## config.mk

```make
export PLATFORM = sky130hd
export DESIGN_NAME = awt_tx
export DESIGN_NICKNAME = d
export VERILOG_FILES = /design/src/rtl/awt_pkg.sv /design/src/rtl/awt_fifo.sv /design/src/rtl/awt_frame.sv /design/src/rtl/awt_seq.sv /design/src/rtl/awt_tx.sv
export SDC_FILE = /design/constraint.sdc
export NUM_CORES = 1
export LEC_CHECK = 0
export BUFFER_PORTS_ARGS = -buffer_cell sky130_fd_sc_hd__buf_4
export CORE_ASPECT_RATIO = 0.75
export CORE_MARGIN = 1
export CORE_UTILIZATION = 40
export DETAILED_ROUTE_END_ITERATION = 10
export HOLD_SLACK_MARGIN = 0.06
export PLACE_DENSITY = 0.61
export SYNTH_ARGS = -nofsm -noshare
export SYNTH_HDL_FRONTEND = slang
export SYNTH_HIERARCHICAL = 1
export SYNTH_SLANG_ARGS = --single-unit
```

## constraint.sdc

```tcl
create_clock -name clk -period 5.1 [get_ports clk]
set_input_delay 0.255 -clock clk [delete_from_list [all_inputs] [get_ports clk]]
set_output_delay 0.255 -clock clk [all_outputs]
set_load 0.05 [all_outputs]
```

## src/rtl/awt_pkg.sv

```systemverilog
package awt_pkg;
    typedef enum logic [1:0] {
        ST_IDLE = 2'd0,
        ST_SEND = 2'd1,
        ST_GAP  = 2'd2
    } awt_state_e;
endpackage

```

## src/rtl/awt_fifo.sv

```systemverilog
module awt_fifo #(
    parameter int W     = 32,
    parameter int DEPTH = 8
) (
    input  logic         clk,
    input  logic         rst_n,
    input  logic         wr_en,
    input  logic [W-1:0] wr_data,
    input  logic         rd_en,
    output logic [W-1:0] rd_data,
    output logic         empty,
    output logic         full
);
    localparam int AW = (DEPTH > 1) ? $clog2(DEPTH) : 1;
    localparam int CW = $clog2(DEPTH + 1);

    logic [W-1:0]  mem [DEPTH];
    logic [AW-1:0] wr_ptr;
    logic [AW-1:0] rd_ptr;
    logic [CW-1:0] count;
    logic          do_wr;
    logic          do_rd;

    assign full    = (count == CW'(DEPTH));
    assign empty   = (count == '0);
    assign do_wr   = wr_en && !full;
    assign do_rd   = rd_en && !empty;
    assign rd_data = mem[rd_ptr];

    always_ff @(posedge clk) begin
        if (do_wr) begin
            mem[wr_ptr] <= wr_data;
        end
    end

    always_ff @(posedge clk or negedge rst_n) begin
        if (!rst_n) begin
            wr_ptr <= '0;
            rd_ptr <= '0;
            count  <= '0;
        end else begin
            if (do_wr) begin
                wr_ptr <= (wr_ptr == AW'(DEPTH - 1)) ? '0 : wr_ptr + 1'b1;
            end
            if (do_rd) begin
                rd_ptr <= (rd_ptr == AW'(DEPTH - 1)) ? '0 : rd_ptr + 1'b1;
            end
            unique case ({do_wr, do_rd})
                2'b10:   count <= count + 1'b1;
                2'b01:   count <= count - 1'b1;
                default: count <= count;
            endcase
        end
    end

    // occupancy never exceeds the buffer depth
    a_r2_count_bound: assert property (@(posedge clk) disable iff (!rst_n)
        count <= CW'(DEPTH));

    // a write into a full buffer with no read leaves occupancy unchanged
    a_r3_full_write_ignored: assert property (@(posedge clk) disable iff (!rst_n)
        (full && wr_en && !rd_en) |=> (full && $stable(wr_ptr)));

    // a read from a full buffer clears the flag on the next cycle
    a_r3_full_clears: assert property (@(posedge clk) disable iff (!rst_n)
        (full && rd_en) |=> !full);
endmodule

```

## src/rtl/awt_frame.sv

```systemverilog
module awt_frame #(
    parameter int W       = 32,
    parameter int SHORT_W = 25
) (
    input  logic                     [W-1:0] data,
    input  logic                             short_sel,
    input  logic                             par_even,
    output logic                     [W-1:0] frame,
    output logic [$clog2(W + 1)-1:0]         nbits
);
    localparam int NBW = $clog2(W + 1);

    int   len;
    logic par;

    always_comb begin
        len   = short_sel ? SHORT_W : W;
        par   = ~par_even;
        frame = '0;
        for (int i = 0; i < W; i++) begin
            if (i < len - 1) begin
                frame[i] = data[i];
                par      = par ^ data[i];
            end
        end
        for (int i = 0; i < W; i++) begin
            if (i == len - 1) begin
                frame[i] = par;
            end
        end
        nbits = NBW'(len);
    end
endmodule

```

## src/rtl/awt_seq.sv

```systemverilog
module awt_seq
    import awt_pkg::*;
#(
    parameter int W    = 32,
    parameter int CPB  = 10,
    parameter int GAP  = 40
) (
    input  logic                     clk,
    input  logic                     rst_n,
    input  logic                     tx_en,
    input  logic                     fifo_empty,
    input  logic [W-1:0]             frame,
    input  logic [$clog2(W + 1)-1:0] nbits,
    output logic                     pop,
    output logic                     drv_one,
    output logic                     drv_zero
);
    localparam int HALF = CPB / 2;
    localparam int CB   = $clog2(CPB);
    localparam int GB   = (GAP > 1) ? $clog2(GAP) : 1;
    localparam int BB   = $clog2(W);

    awt_state_e    state;
    awt_state_e    state_nx;
    logic [CB-1:0] cnt;
    logic [GB-1:0] gcnt;
    logic [BB-1:0] bidx;
    logic [BB-1:0] last_idx;
    logic [W-1:0]  shreg;
    logic          start;
    logic          cell_end;
    logic          bit_last;
    logic          gap_end;
    logic          in_pulse;

    assign start    = (state == ST_IDLE) && tx_en && !fifo_empty;
    assign cell_end = (cnt == CB'(CPB - 1));
    assign bit_last = (bidx == last_idx);
    assign gap_end  = (gcnt == GB'(GAP - 1));

    always_comb begin
        state_nx = state;
        unique case (state)
            ST_IDLE: if (start)                state_nx = ST_SEND;
            ST_SEND: if (cell_end && bit_last) state_nx = ST_GAP;
            ST_GAP:  if (gap_end)              state_nx = ST_IDLE;
            default:                           state_nx = ST_IDLE;
        endcase
    end

    always_ff @(posedge clk or negedge rst_n) begin
        if (!rst_n) begin
            state <= ST_IDLE;
        end else begin
            state <= state_nx;
        end
    end

    always_ff @(posedge clk or negedge rst_n) begin
        if (!rst_n) begin
            cnt      <= '0;
            gcnt     <= '0;
            bidx     <= '0;
            last_idx <= '0;
            shreg    <= '0;
        end else begin
            unique case (state)
                ST_IDLE: begin
                    if (start) begin
                        shreg    <= frame;
                        last_idx <= BB'(nbits - 1'b1);
                        bidx     <= '0;
                        cnt      <= '0;
                    end
                end
                ST_SEND: begin
                    gcnt <= '0;
                    if (cell_end) begin
                        cnt   <= '0;
                        bidx  <= bidx + 1'b1;
                        shreg <= shreg >> 1;
                    end else begin
                        cnt <= cnt + 1'b1;
                    end
                end
                ST_GAP: begin
                    gcnt <= gcnt + 1'b1;
                end
                default: begin
                    cnt <= '0;
                end
            endcase
        end
    end

    always_comb begin
        in_pulse = (state == ST_SEND) && (cnt < CB'(HALF));
        drv_one  = in_pulse && shreg[0];
        drv_zero = in_pulse && !shreg[0];
        pop      = start;
    end

    // the two line outputs are mutually exclusive
    a_r6_exclusive: assert property (@(posedge clk) disable iff (!rst_n)
        !(drv_one && drv_zero));

    // a pulse lasts more than one clock
    a_r6_pulse_width: assert property (@(posedge clk) disable iff (!rst_n)
        $rose(drv_one) |=> drv_one);

    // without enable and data the sequencer stays idle
    a_r4_start_gated: assert property (@(posedge clk) disable iff (!rst_n)
        (state == ST_IDLE && !(tx_en && !fifo_empty)) |=> (state == ST_IDLE));

    // a frame ends only after its last bit cell
    a_r7_frame_len: assert property (@(posedge clk) disable iff (!rst_n)
        ($past(state) == ST_SEND && state == ST_GAP) |-> ($past(bidx) == $past(last_idx)));

    // the gap state is left only after the full null count
    a_r9_gap_len: assert property (@(posedge clk) disable iff (!rst_n)
        ($past(state) == ST_GAP && state == ST_IDLE) |-> ($past(gcnt) == GB'(GAP - 1)));
endmodule

```

## src/rtl/awt_tx.sv

```systemverilog
module awt_tx #(
    parameter int DATA_W      = 32,
    parameter int SHORT_W     = 25,
    parameter int FIFO_DEPTH  = 8,
    parameter int CLK_PER_BIT = 10,
    parameter int GAP_BITS    = 4
) (
    input  logic              clk,
    input  logic              rst_n,
    input  logic              wr_en,
    input  logic [DATA_W-1:0] wr_data,
    output logic              fifo_full,
    input  logic              tx_en,
    input  logic              par_even,
    input  logic              short_word,
    output logic              drv_one,
    output logic              drv_zero
);
    localparam int GAP_CLKS = GAP_BITS * CLK_PER_BIT;
    localparam int NBW      = $clog2(DATA_W + 1);

    logic              pop;
    logic              empty;
    logic [DATA_W-1:0] head;
    logic [DATA_W-1:0] frame;
    logic [NBW-1:0]    nbits;

    awt_fifo #(
        .W     (DATA_W),
        .DEPTH (FIFO_DEPTH)
    ) u_fifo (
        .clk     (clk),
        .rst_n   (rst_n),
        .wr_en   (wr_en),
        .wr_data (wr_data),
        .rd_en   (pop),
        .rd_data (head),
        .empty   (empty),
        .full    (fifo_full)
    );

    awt_frame #(
        .W       (DATA_W),
        .SHORT_W (SHORT_W)
    ) u_frame (
        .data      (head),
        .short_sel (short_word),
        .par_even  (par_even),
        .frame     (frame),
        .nbits     (nbits)
    );

    awt_seq #(
        .W   (DATA_W),
        .CPB (CLK_PER_BIT),
        .GAP (GAP_CLKS)
    ) u_seq (
        .clk        (clk),
        .rst_n      (rst_n),
        .tx_en      (tx_en),
        .fifo_empty (empty),
        .frame      (frame),
        .nbits      (nbits),
        .pop        (pop),
        .drv_one    (drv_one),
        .drv_zero   (drv_zero)
    );
endmodule

```

# After elaboration in Yosys (flattened, before gate mapping)
# Memories as Yosys holds them, arrays and structs flattened.
# Cells that the tools add are included.
dict set report op_classes {
  div_mod_pow 0
  n_lt_le_gt_ge 33
  n_mux 116
  n_eq_ne 45
  shifts 0
  add_sub_neg 9
  n_reduce_logical 21
  bitwise 34
  n_mul 0
}
# cell count
set op_table {}
lappend op_table {{6-bit by 32-bit == test with 1-bit output, first input constant} 16}
lappend op_table {{6-bit by 32-bit less-than comparator with 1-bit output, first input constant} 16}
lappend op_table {{5-bit by 32-bit == test with 1-bit output, first input constant} 8}
lappend op_table {{5-bit by 32-bit less-than comparator with 1-bit output, first input constant} 8}
lappend op_table {{4-bit by 32-bit == test with 1-bit output, first input constant} 4}
lappend op_table {{4-bit by 32-bit less-than comparator with 1-bit output, first input constant} 4}
lappend op_table {{1-bit two-way mux} 98}
lappend op_table {{3-bit by 32-bit == test with 1-bit output, first input constant} 2}
lappend op_table {{3-bit by 32-bit less-than comparator with 1-bit output, first input constant} 2}
lappend op_table {{32-bit two-way mux} 2}
lappend op_table {{32-bit case mux with 2 select lines} 1}
lappend op_table {{2-bit by 32-bit == test with 1-bit output, first input constant} 1}
lappend op_table {{32-bit zero test} 1}
lappend op_table {{1-bit by 32-bit less-than comparator with 1-bit output, first input constant} 1}
lappend op_table {{2-bit by 32-bit less-than comparator with 1-bit output, first input constant} 1}
lappend op_table {{1-bit bitwise XOR} 32}
lappend op_table {{4-bit case mux with 3 select lines} 1}
lappend op_table {{6-bit case mux with 2 select lines} 1}
lappend op_table {{5-bit two-way mux} 2}
lappend op_table {{5-bit case mux with 2 select lines} 1}
lappend op_table {{4-bit by 1-bit adder with 4-bit output, second input constant} 2}
lappend op_table {{4-bit == test, second input constant} 2}
lappend op_table {{1-bit logical AND} 8}
lappend op_table {{4-bit two-way mux} 2}
lappend op_table {{other kinds (26)} 42}
dict set report word_totals {
  register_bits 64
  memories 1
  ramBits 256
  input_bits 38
  rom_bits 0
  wordCells 268
  out_inout_bits 3
  latch_bits 0
}
# name words width read_ports rd_ports_with_merged_regs write_ports line_no
set mem_list {}
lappend mem_list {u_fifo.mem 8 32 1 0 1 awt_fifo.sv:17} ;# logic [W-1:0] mem [DEPTH];

# Longest topological paths before layout
# Gate-level depths: netlist of the first run.
dict set report depth {
  depth_word 69
  ltp_mapped 11
  depth_no_buf 11
}

# Modules after synthesis
# The synthesis of the first run kept the hierarchy.
# mod cells_each n_inst seq_area_each_um2 area_each_um2
set by_module_without_submodules {}
lappend by_module_without_submodules {awt_fifo 440 1 7937.6 10302.4}
lappend by_module_without_submodules {awt_seq 280 1 1351.3 2840.2}
lappend by_module_without_submodules {awt_frame 71 1 0.0 618.1}

# Worst setup path before layout of the first run
# No wires, ideal clock.
dict set report synth_path {
  kind {reg-to-reg}
  start {reg u_fifo.count[3]}
  end {mem u_fifo.mem[0][0], enable pin}
  period_less_slack_ps 4313
  n_path_buf 0
  path_stages_with_launch 4
  setup_ps 501
  required_time_ps 4599
  setup_slack_ps 787
  t_arrival_ps 3812
  cell_sequence {dfrtp_1 > or4b_4 > nand2_2 > nor4_1}
}
dict set report synth_via {
  elab_chain_len 5
}
# item line_no
set synth_lines {}
lappend synth_lines {{from (decl)} awt_fifo.sv:20} ;# logic [CW-1:0] count;
lappend synth_lines {{from (signal assigned)} awt_fifo.sv:49} ;# 2'b10: count <= count + 1'b1;
lappend synth_lines {{from (signal assigned)} awt_fifo.sv:50} ;# 2'b01: count <= count - 1'b1;
lappend synth_lines {{from (signal assigned)} awt_fifo.sv:51} ;# default: count <= count;
lappend synth_lines {{4-bit == test} awt_fifo.sv:24} ;# assign full = (count == CW'(DEPTH));
lappend synth_lines {{1-bit zero test} awt_fifo.sv:26} ;# assign do_wr = wr_en && !full;
lappend synth_lines {{1-bit logical AND} awt_fifo.sv:26}
lappend synth_lines {{1-bit two-way mux} awt_fifo.sv:31} ;# if (do_wr) begin
lappend synth_lines {{1-bit two-way mux (implied by the code)} awt_fifo.sv:32} ;# mem[wr_ptr] <= wr_data;
lappend synth_lines {{to (decl)} awt_fifo.sv:17}
# Every way passes these cells.

# Final worst setup path of the first run
dict set report layout_path {
  start {reg u_fifo.rd_ptr[1]}
  end {reg u_seq.shreg[31]}
}
dict set report layout_via {
  word_cells_on_any_way 69
  classes_between {mux: 36; bitwise: 32; memory: 1}
}
# item line_no
set layout_rtl {}
lappend layout_rtl {{from (decl)} awt_fifo.sv:19} ;# logic [AW-1:0] rd_ptr;
lappend layout_rtl {{from (signal assigned)} awt_fifo.sv:46} ;# rd_ptr <= (rd_ptr == AW'(DEPTH - 1)) ? '0 : rd_ptr + 1'b1;
lappend layout_rtl {{memory read 8 x 32 bit *} --}
lappend layout_rtl {{via head[20]} awt_tx.sv:24} ;# logic [DATA_W-1:0] head;
lappend layout_rtl {{1-bit bitwise XOR *} awt_frame.sv:23} ;# par = par ^ data[i];
lappend layout_rtl {{1-bit two-way mux *} awt_frame.sv:21} ;# if (i < len - 1) begin
lappend layout_rtl {{1-bit bitwise XOR} awt_frame.sv:23}
lappend layout_rtl {{1-bit two-way mux *} awt_frame.sv:21}
lappend layout_rtl {{1-bit bitwise XOR} awt_frame.sv:23}
lappend layout_rtl {{1-bit two-way mux *} awt_frame.sv:21}
lappend layout_rtl {{[14 not listed]} --}
lappend layout_rtl {{1-bit bitwise XOR} awt_frame.sv:23}
lappend layout_rtl {{1-bit two-way mux *} awt_frame.sv:21}
lappend layout_rtl {{1-bit bitwise XOR} awt_frame.sv:23}
lappend layout_rtl {{1-bit two-way mux *} awt_frame.sv:21}
lappend layout_rtl {{1-bit two-way mux *} awt_frame.sv:27} ;# if (i == len - 1) begin
lappend layout_rtl {{via frame[31]} awt_tx.sv:25} ;# logic [DATA_W-1:0] frame;
lappend layout_rtl {{32-bit two-way mux *} awt_seq.sv:69} ;# if (start) begin
lappend layout_rtl {{32-bit case mux with 2 select lines *} awt_seq.sv:67} ;# unique case (state)
lappend layout_rtl {{to (signal assigned)} awt_seq.sv:70} ;# shreg <= frame;
lappend layout_rtl {{to (signal assigned)} awt_seq.sv:81} ;# shreg <= shreg >> 1;
lappend layout_rtl {{to (decl)} awt_seq.sv:29} ;# logic [W-1:0] shreg;
# Mark *: on every way through the listed nets, which the timed path passes. The rest lies on a longest branch. The select of a mux whose other input is x is not followed.
# A chain may end at the register's enable or synchronous reset.

==> flow_summary.toml, run 1 <==
[timing]
min_period_over_period_pct = 72.0
hold_slack_ns = 0.178
drv_slew = 0
tightestPinTransition_ns = 0.879
rsz0062_at_grt = "no"
setup_tns_ns = 0
slew_headroom_pct = 41.4
fin_worst_skew_ns = 0.0228
final-hold-violation-count = 0
final.setup.worst_slack_ns = 1.43
fmax_mhz = 272
setup_viol = 0
fin_crit_ns = 3.67

[cells_and_area]
fill_cells = 2753
antenna_cells = 0
final_area_um2 = 15400
final-seq-area_um2 = 9050
fin_nets = 896
drive_gt1_share_pct = 26.8
area_growth_pct = 14.4
multi_input_area_um2 = 3960

[routing]
first_pass_iters = 5
vias = 6687
routed_wl_um = 26000
dr.first_iter.drc_count = 441
vias_per_cell = 5.12
wl_per_cell_um = 19.9
drcViolationCount = 0
drtAntennaViolNets = 0

[power_and_ir_drop]
powerDensity_nw_per_um2 = 616
clkPwrFrac_pct = 23.1
peakVddDrop_mv = 0.558
p_switching_mw = 3.04
leakage_nw = 5.46
p_sw_share_pct = 32.0
p_int_mw = 6.45
power_frac_comb_pct = 39.1
seqPwrFrac_pct = 37.8

[grt]
grt_pass1_vias = 6866
grt_max_degree = 71
grt_overflow = 0
grt_use_total_pct = 15.8
antenna_found_initial = 0
grt_pass1_wl_um = 40800

[floorplan]
start_util_pct = 41.1
rows = 57
io_pins = 41
die_w_um = 214
dieArea_um2 = 34400
core_area_um2 = 32700
fp.dieH_um = 161

[worst_setup_path]
worstRegToRegCells = 9
crit_start = "u_fifo/rd_ptr[1]$_DFFE_PN0P_"
required_ns = 5.56
critPathMaxFanout = 27
endpoint_kind = "flip-flop"
reg2reg_to = "u_seq/shreg[31]$_DFFE_PN0P_"
r2r_start = "u_fifo/rd_ptr[1]$_DFFE_PN0P_"
crit_arrival_ns = 4.13
worstSetupPathType = "flip-flop to flip-flop"
crit_path_start_kind = "flip-flop"
rrSetupSlack_ns = 1.43

[placement]
io_buffers = 39
placed_area_um2 = 14100
dp_hpwl_um = 15200
gpl.final_weighted_congestion = 0.700
dp_slack_ns = 1.39

[clock_network]
post-cts-setup-buffer-count = 0
clock_latency_ns = 0.58
root_buffer = "clkbuf_16"
cts_resized = 0
cts_buffers = 30
clockBufferDepth = 3
clkTransAtPathRegs_ns = 0.06
postCtsHoldBufs = 33
cts_tree = "built"
cts-htree-levels = 1
cts_num_sinks = 312

[outcome]
status = "complete, no violations"

[job]
maxCapViolCount = 0

[worst_hold_path]
min_path_type = "input port to flip-flop"
min_from = "tx_en"
hold_depth = 3
min_to = "u_seq/last_idx[0]$_DFFE_PN0P_"

[yosys]
ys_warn_count = 6
syn_area_um2 = 13500
syn-instance-count = 780
avgSynthCellArea_um2 = 17.3
## stage by stage
stage	cells	utilization, %	power [mW]
floorplan	781	-	6.75
global placement	1217	43.0	7.32
detailed placement	1217	43.0	7.38
CTS	1305	47.0	9.62
global route	1305	47.0	10.1
finish	1305	47.0	9.49
## cell usage in the layout (no fill, tap or decap), types with 25 or more instances in the layout
cell type and instances:
edfxtp_1 248, mux4_2 62, dfrtp_1 62, buf_4 58, nand2_1 47, o21ai_0 46, mux2_2 34, mux2i_1 34
dlygate4sd3_1 33, clkbuf_16 30, xnor2_1 25
## critical path: stages (launching register included)
cell     delay [ns]
dfrtp_2        0.82
buf_4          0.39
mux4_2         0.35
mux2_2         0.33
xnor2_1        0.16
xnor2_1        0.29
xnor3_1        0.40
xnor3_1        0.28
mux2_4         0.31
a22o_1         0.19
## worst max-delay path by stage
stage,end,cells after the start,slack (ns)
4_1_cts,u_seq/shreg[31]$_DFFE_PN0P_,9,1.37
3_5_place_dp,u_seq/shreg[31]$_DFFE_PN0P_,9,1.39
6_report,u_seq/shreg[31]$_DFFE_PN0P_,9,1.43
3_3_place_gp,u_seq/shreg[31]$_DFFE_PN0P_,9,1.42
2_1_floorplan,u_fifo/mem[0][0]$_DFFE_PP_,3,0.88
5_1_grt,u_seq/shreg[24]$_DFFE_PN0P_,10,1.20
## state kept, by name, summed over array words and instances (netlist names)
register        cells
u_fifo/count        4
u_fifo/mem        248
u_fifo/rd_ptr       3
u_fifo/wr_ptr       3
u_seq/bidx          5
u_seq/cnt           4
u_seq/gcnt          6
u_seq/last_idx      5
u_seq/shreg        32
u_seq/state         2
## power by group through the flow
stage | combinational (mW) | sequential, mW | clock (mW)
after CTS | 3.77 | 3.60 | 2.25
after global placement | 3.69 | 3.63 | 0
after global routing | 4.06 | 3.65 | 2.35
after floorplan | 3.28 | 3.47 | 0
final | 3.71 | 3.59 | 2.19
after detailed placement | 3.73 | 3.65 | 0
## cell type report
cell class                 count  area share, %
inverter                      20          0.487
tap                          442           3.59
clock buffer                  41           5.40
timing repair buffer          92           5.10
sequential                   312           58.8
multi-input combinational    384           25.7
clock inverter                14          0.942
## layer usage
| metal | share of wire (%) | up-vias | track usage (%) |
|---|---|---|---|
| li1 | - | 3084 | - |
| met1 | 49 | 3448 | 24.0 |
| met2 | 45 | 120 | 23.7 |
| met3 | 3.7 | 35 | 2.66 |
| met4 | 2.1 | 0 | 3.70 |
| met5 | 0 | - | 0 |
No activity file was read; power rests on OpenSTA's default activity.
==> inputs of run 2 (changes only) <==
Clock period 5.1 ns to 3.41 ns, I/O delays scaled along.
==> run 2 against run 1 <==
Net effect: clock skew rose by 0.020 ns; utilization rose by 0.32 points; first-iteration DRC count fell by 0.23%; critical path depth did not move; clock-buffer cell count did not move; cell count rose by 0.61%; maximum frequency rose by 13%.
==> flow_summary.toml, run 2 (same netlist as run 1, synthesis figures left out) <==
[routing]
wl_per_cell_um = 19.6
vias = 6675
drcViolationCount = 0
drtAntennaViolNets = 0
routed_wl_um = 25800
dr.first_iter.drc_count = 440
vias_per_cell = 5.08
first_pass_iters = 4

[timing]
setup_viol = 0
fin_crit_ns = 3.24
tightestPinTransition_ns = 1.29
slew_headroom_pct = 13.8
drv_slew = 0
final.setup.worst_slack_ns = 0.165
fmax_mhz = 308
min_period_over_period_pct = 95.2
rsz0062_at_grt = "no"
final-hold-violation-count = 0
fin_worst_skew_ns = 0.0432
setup_tns_ns = 0
hold_slack_ns = 0.120

[floorplan]
io_pins = 41
dieArea_um2 = 34400
core_area_um2 = 32700
start_util_pct = 41.1
rows = 57
fp.dieH_um = 161
die_w_um = 214

[cells_and_area]
reg_top3 = "u_fifo/mem: 248 flops, u_seq/shreg: 32 flops, u_seq/gcnt: 6 flops"
largest-register = "u_fifo/mem"
area_growth_pct = 15.2
final_cell_mix = "edfxtp_1, mux4_2, dfrtp_1"
fin_nets = 902
largest_register_ffs = 248
final_util_pct = 47.4
drive_gt1_share_pct = 27.0
final_common_cell = "edfxtp_1"

[power_and_ir_drop]
peakVddDrop_mv = 0.901
powerDensity_nw_per_um2 = 923
leakage_nw = 5.50

[outcome]
status = "complete, no violations"

[clock_network]
post-cts-setup-buffer-count = 0
cts_buffers = 30
root_buffer = "clkbuf_16"
cts-htree-levels = 1
cts_tree = "built"
clock_latency_ns = 0.59
clockBufferDepth = 3
clkTransAtPathRegs_ns = 0.06
cts_num_sinks = 312

[placement]
gpl.final_weighted_congestion = 0.704
io_buffers = 39
dp_hpwl_um = 15100
dp_slack_ns = 0.178

[worst_setup_path]
path_common_cell = "xnor3_1"
required_ns = 3.85
r2r_start = "u_fifo/rd_ptr[0]$_DFFE_PN0P_"
crit_path_start_kind = "flip-flop"
reg2reg_to = "u_seq/shreg[31]$_DFFE_PN0P_"
slowest_stage = "mux4_2"
critPathMaxFanout = 18
endpoint_kind = "flip-flop"
worstRegToRegCells = 9
crit_arrival_ns = 3.69
rrSetupSlack_ns = 0.17
cpPeakStageDelay_ns = 0.52
worstSetupPathType = "flip-flop to flip-flop"
crit_chain = "buf_12, mux4_2, mux2_2, xor2_1, xnor2_1, xnor3_1, xnor3_1, mux2_4, a22o_1"

[worst_hold_path]
hold_depth = 4
min_path_type = "input port to flip-flop"
min_from = "tx_en"
min_to = "u_seq/last_idx[0]$_DFFE_PN0P_"

[grt]
grt_pass1_wl_um = 41100
antenna_found_initial = 1
grt_use_total_pct = 15.9
grt_max_degree = 65
grt_overflow = 0
grt_pass1_vias = 6971

[job]
maxCapViolCount = 0
-- run 2: repair_timing --
item | in CTS | in global routing
hold buffers | 33 | 0
gates resized for setup | 0 | 0
setup endpoints to repair | 0 | 0
endpoints found under the hold margin | 315 | 0
-- run 2: layer usage --
metal | vias to the layer above | track usage [%] | share of wire (%)
met4 | 0 | 3.51 | 1.9
met1 | 3450 | 23.7 | 49
met5 | - | 0 | 0
li1 | 3097 | - | -
met2 | 92 | 24.5 | 45
met3 | 36 | 2.66 | 3.4
-- run 2: per-stage QoR --
stage          area (µm²)  cells  power, mW
6_report            15500   1313       14.3
5_1_grt             15500   1312       15.1
2_1_floorplan       13500    781       10.1
3_5_place_dp        14200   1223       11.1
4_1_cts             15500   1312       14.5
3_3_place_gp        14200   1223       11.1
-- run 2: report_power, final --
group	switching [mW]	leakage (nW)	internal (mW)
combinational	2.80	1.96	2.99
sequential	0.352	3.07	4.88
clock	1.40	0.466	1.88
-- run 2: area by class of cell --
cell class	count	area, µm²
fillers	2769	17200
flip-flops and latches	312	9050
multi-input cells	384	3960
repair buffers	98	881
clock buffers	41	802
well taps	442	553
clock inverters	15	174
inverters	20	75.1
diodes	1	2.50
-- run 2: worst max-delay path by stage --
stage                                  from                     endpoint  slack, ns
3_5_place_dp   u_fifo/rd_ptr[0]$_DFFE_PN0P_  u_seq/shreg[31]$_DFFE_PN0P_       0.18
4_1_cts        u_fifo/rd_ptr[0]$_DFFE_PN0P_  u_seq/shreg[31]$_DFFE_PN0P_       0.14
5_1_grt        u_fifo/rd_ptr[0]$_DFFE_PN0P_  u_seq/shreg[31]$_DFFE_PN0P_      0.003
2_1_floorplan   u_fifo/count[3]$_DFFE_PN0P_   u_fifo/mem[2][0]$_DFFE_PP_       0.01
6_report       u_fifo/rd_ptr[0]$_DFFE_PN0P_  u_seq/shreg[31]$_DFFE_PN0P_       0.17
3_3_place_gp   u_fifo/rd_ptr[0]$_DFFE_PN0P_  u_seq/shreg[31]$_DFFE_PN0P_       0.16
-- run 2: critical path, delay by kind of cell (launching register included) --
family / cells / cell delay (ns)
flops: 1 / 0.47
compound gates: 1 / 0.19
xor+xnor: 4 / 1.11
mux: 3 / 1.13
buf+inv: 1 / 0.21
==> inputs of run 3 (changes only) <==
Settings changed: MAX_ROUTING_LAYER set to met4.
==> run 3 against run 2 <==
Net effect: sequential share of layout area is the same; critical path type unchanged; critical endpoint unchanged; cell count is the same; register-to-register slack is essentially flat; flip-flop and latch count is the same.
==> flow_summary.toml, run 3 (same netlist as run 1, synthesis figures left out) <==
[outcome]
status = "complete, no violations"

[clock_network]
clkTransAtPathRegs_ns = 0.06
clock_latency_ns = 0.59
root_buffer = "clkbuf_16"
cts-htree-levels = 1
post-cts-setup-buffer-count = 0
clockBufferDepth = 3
cts_num_sinks = 312
cts_tree = "built"
cts_buffers = 30

[grt]
grt_pass1_wl_um = 41200
grt_max_degree = 65
grt_use_total_pct = 16.4
antenna_found_initial = 1
grt_overflow = 0
grt_pass1_vias = 6947

[routing]
vias_per_cell = 5.09
vias = 6688
drtAntennaViolNets = 0
first_pass_iters = 5
wl_per_cell_um = 19.6
routed_wl_um = 25700
drcViolationCount = 0
dr.first_iter.drc_count = 490

[power_and_ir_drop]
finalPower_mw = 14.3
leakage_nw = 5.50
peakVddDrop_mv = 0.901
powerDensity_nw_per_um2 = 923

[placement]
placed_area_um2 = 14200
io_buffers = 39
gpl.final_weighted_congestion = 0.712
dp_hpwl_um = 15100

[worst_hold_path]
hold_depth = 4
min_path_type = "input port to flip-flop"
min_to = "u_seq/last_idx[0]$_DFFE_PN0P_"
min_from = "tx_en"

[cells_and_area]
final_common_cell = "edfxtp_1"
drive_gt1_share_pct = 27.0
fin_nets = 902
reg_top3 = "u_fifo/mem: 248 flops, u_seq/shreg: 32 flops, u_seq/gcnt: 6 flops"
largest-register = "u_fifo/mem"
final_cell_mix = "edfxtp_1, mux4_2, dfrtp_1"
fill_cells = 2769
final_area_um2 = 15500
final_util_pct = 47.4
largest_register_ffs = 248
area_growth_pct = 15.2

[timing]
tightestPinTransition_ns = 1.30
drv_slew = 0
final-hold-violation-count = 0
setup_viol = 0
rsz0062_at_grt = "no"
slew_headroom_pct = 12.5
min_period_over_period_pct = 95.0
fin_crit_ns = 3.24
fin_worst_skew_ns = 0.0430
fmax_mhz = 309
setup_tns_ns = 0

[worst_setup_path]
worstSetupPathType = "flip-flop to flip-flop"
required_ns = 3.85
slowest_stage = "mux4_2"
cp_num_buf_inv = 1
endpoint_kind = "flip-flop"
cpPeakStageDelay_ns = 0.52
crit_chain = "buf_12, mux4_2, mux2_2, xor2_1, xnor2_1, xnor3_1, xnor3_1, mux2_4, a22o_1"
crit_arrival_ns = 3.68
r2r_start = "u_fifo/rd_ptr[0]$_DFFE_PN0P_"
worstRegToRegCells = 9
crit_path_start_kind = "flip-flop"
path_common_cell = "xnor3_1"
rrSetupSlack_ns = 0.17
path_delay_family = "multiplexers"
reg2reg_to = "u_seq/shreg[31]$_DFFE_PN0P_"
critPathMaxFanout = 18

[floorplan]
fp.dieH_um = 161
rows = 57
die_w_um = 214
start_util_pct = 41.1
dieArea_um2 = 34400
io_pins = 41
core_area_um2 = 32700

[job]
maxCapViolCount = 0
## run 3: cell type report
cell class	count	area (µm²)	area share, %
Sequential cell	312	9050	58.4
Multi-Input combinational cell	384	3960	25.6
Timing Repair Buffer	98	881	5.68
Clock buffer	41	802	5.17
Tap cell	442	553	3.57
Clock inverter	15	174	1.12
Inverter	20	75.1	0.484
Antenna cell	1	2.50	0.0161
## run 3: how the worst max path moves through the flow
stage                                            start                           to  slack, ns  depth (start not counted)
final                     u_fifo/rd_ptr[0]$_DFFE_PN0P_  u_seq/shreg[31]$_DFFE_PN0P_       0.17                          9
after global routing      u_fifo/rd_ptr[0]$_DFFE_PN0P_  u_seq/shreg[31]$_DFFE_PN0P_      0.003                          9
after CTS                 u_fifo/rd_ptr[0]$_DFFE_PN0P_  u_seq/shreg[31]$_DFFE_PN0P_       0.14                          9
after detailed placement  u_fifo/rd_ptr[0]$_DFFE_PN0P_  u_seq/shreg[31]$_DFFE_PN0P_       0.18                          9
after global placement    u_fifo/rd_ptr[0]$_DFFE_PN0P_  u_seq/shreg[31]$_DFFE_PN0P_       0.16                          9
after floorplan            u_fifo/count[3]$_DFFE_PN0P_   u_fifo/mem[2][0]$_DFFE_PP_       0.01                          3
## run 3: repair_timing
action                                  4_1_cts  5_1_grt
hold buffers                                 33        0
endpoints found under the setup margin        0        0
hold endpoints to repair                    315        0
resized for setup                             0        0
## run 3: tightest hold or removal path: cells and delay by family
| family | cells | cell delay (ns) |
|---|---|---|
| AND/OR/NAND/NOR | 1 | 0.08 |
| buffers and inverters | 2 | 0.30 |
| AO/OA/AOI/OAI | 1 | 0.08 |
## run 3: routing by layer
metal	part of all wire, %	GRT usage [%]	vias to the layer above
li1	-	-	3096
met1	50	23.7	3456
met2	45	24.5	96
met3	3.3	2.66	40
met4	1.9	3.51	0
met5	0	-	-
## run 3: report_power, final
part	switching [mW]	internal [mW]	total [mW]	leakage (nW)
combinational	2.80	2.99	5.79	1.96
clock	1.40	1.88	3.28	0.466
sequential	0.352	4.88	5.24	3.07
total	4.55	9.76	14.3	5.50
## run 3: stage by stage
| stage | setup slack [ns] | hold WS [ns] | std cells |
|---|---|---|---|
| finish | 0.169 | 0.125 | 1313 |
| global route | 0.00339 | 0.130 | 1313 |
| CTS | 0.145 | 0.108 | 1312 |
| detailed placement | 0.178 | 0.345 | 1223 |
| global placement | 0.160 | 0.349 | 1223 |
| floorplan | 0.0119 | -0.125 | 781 |
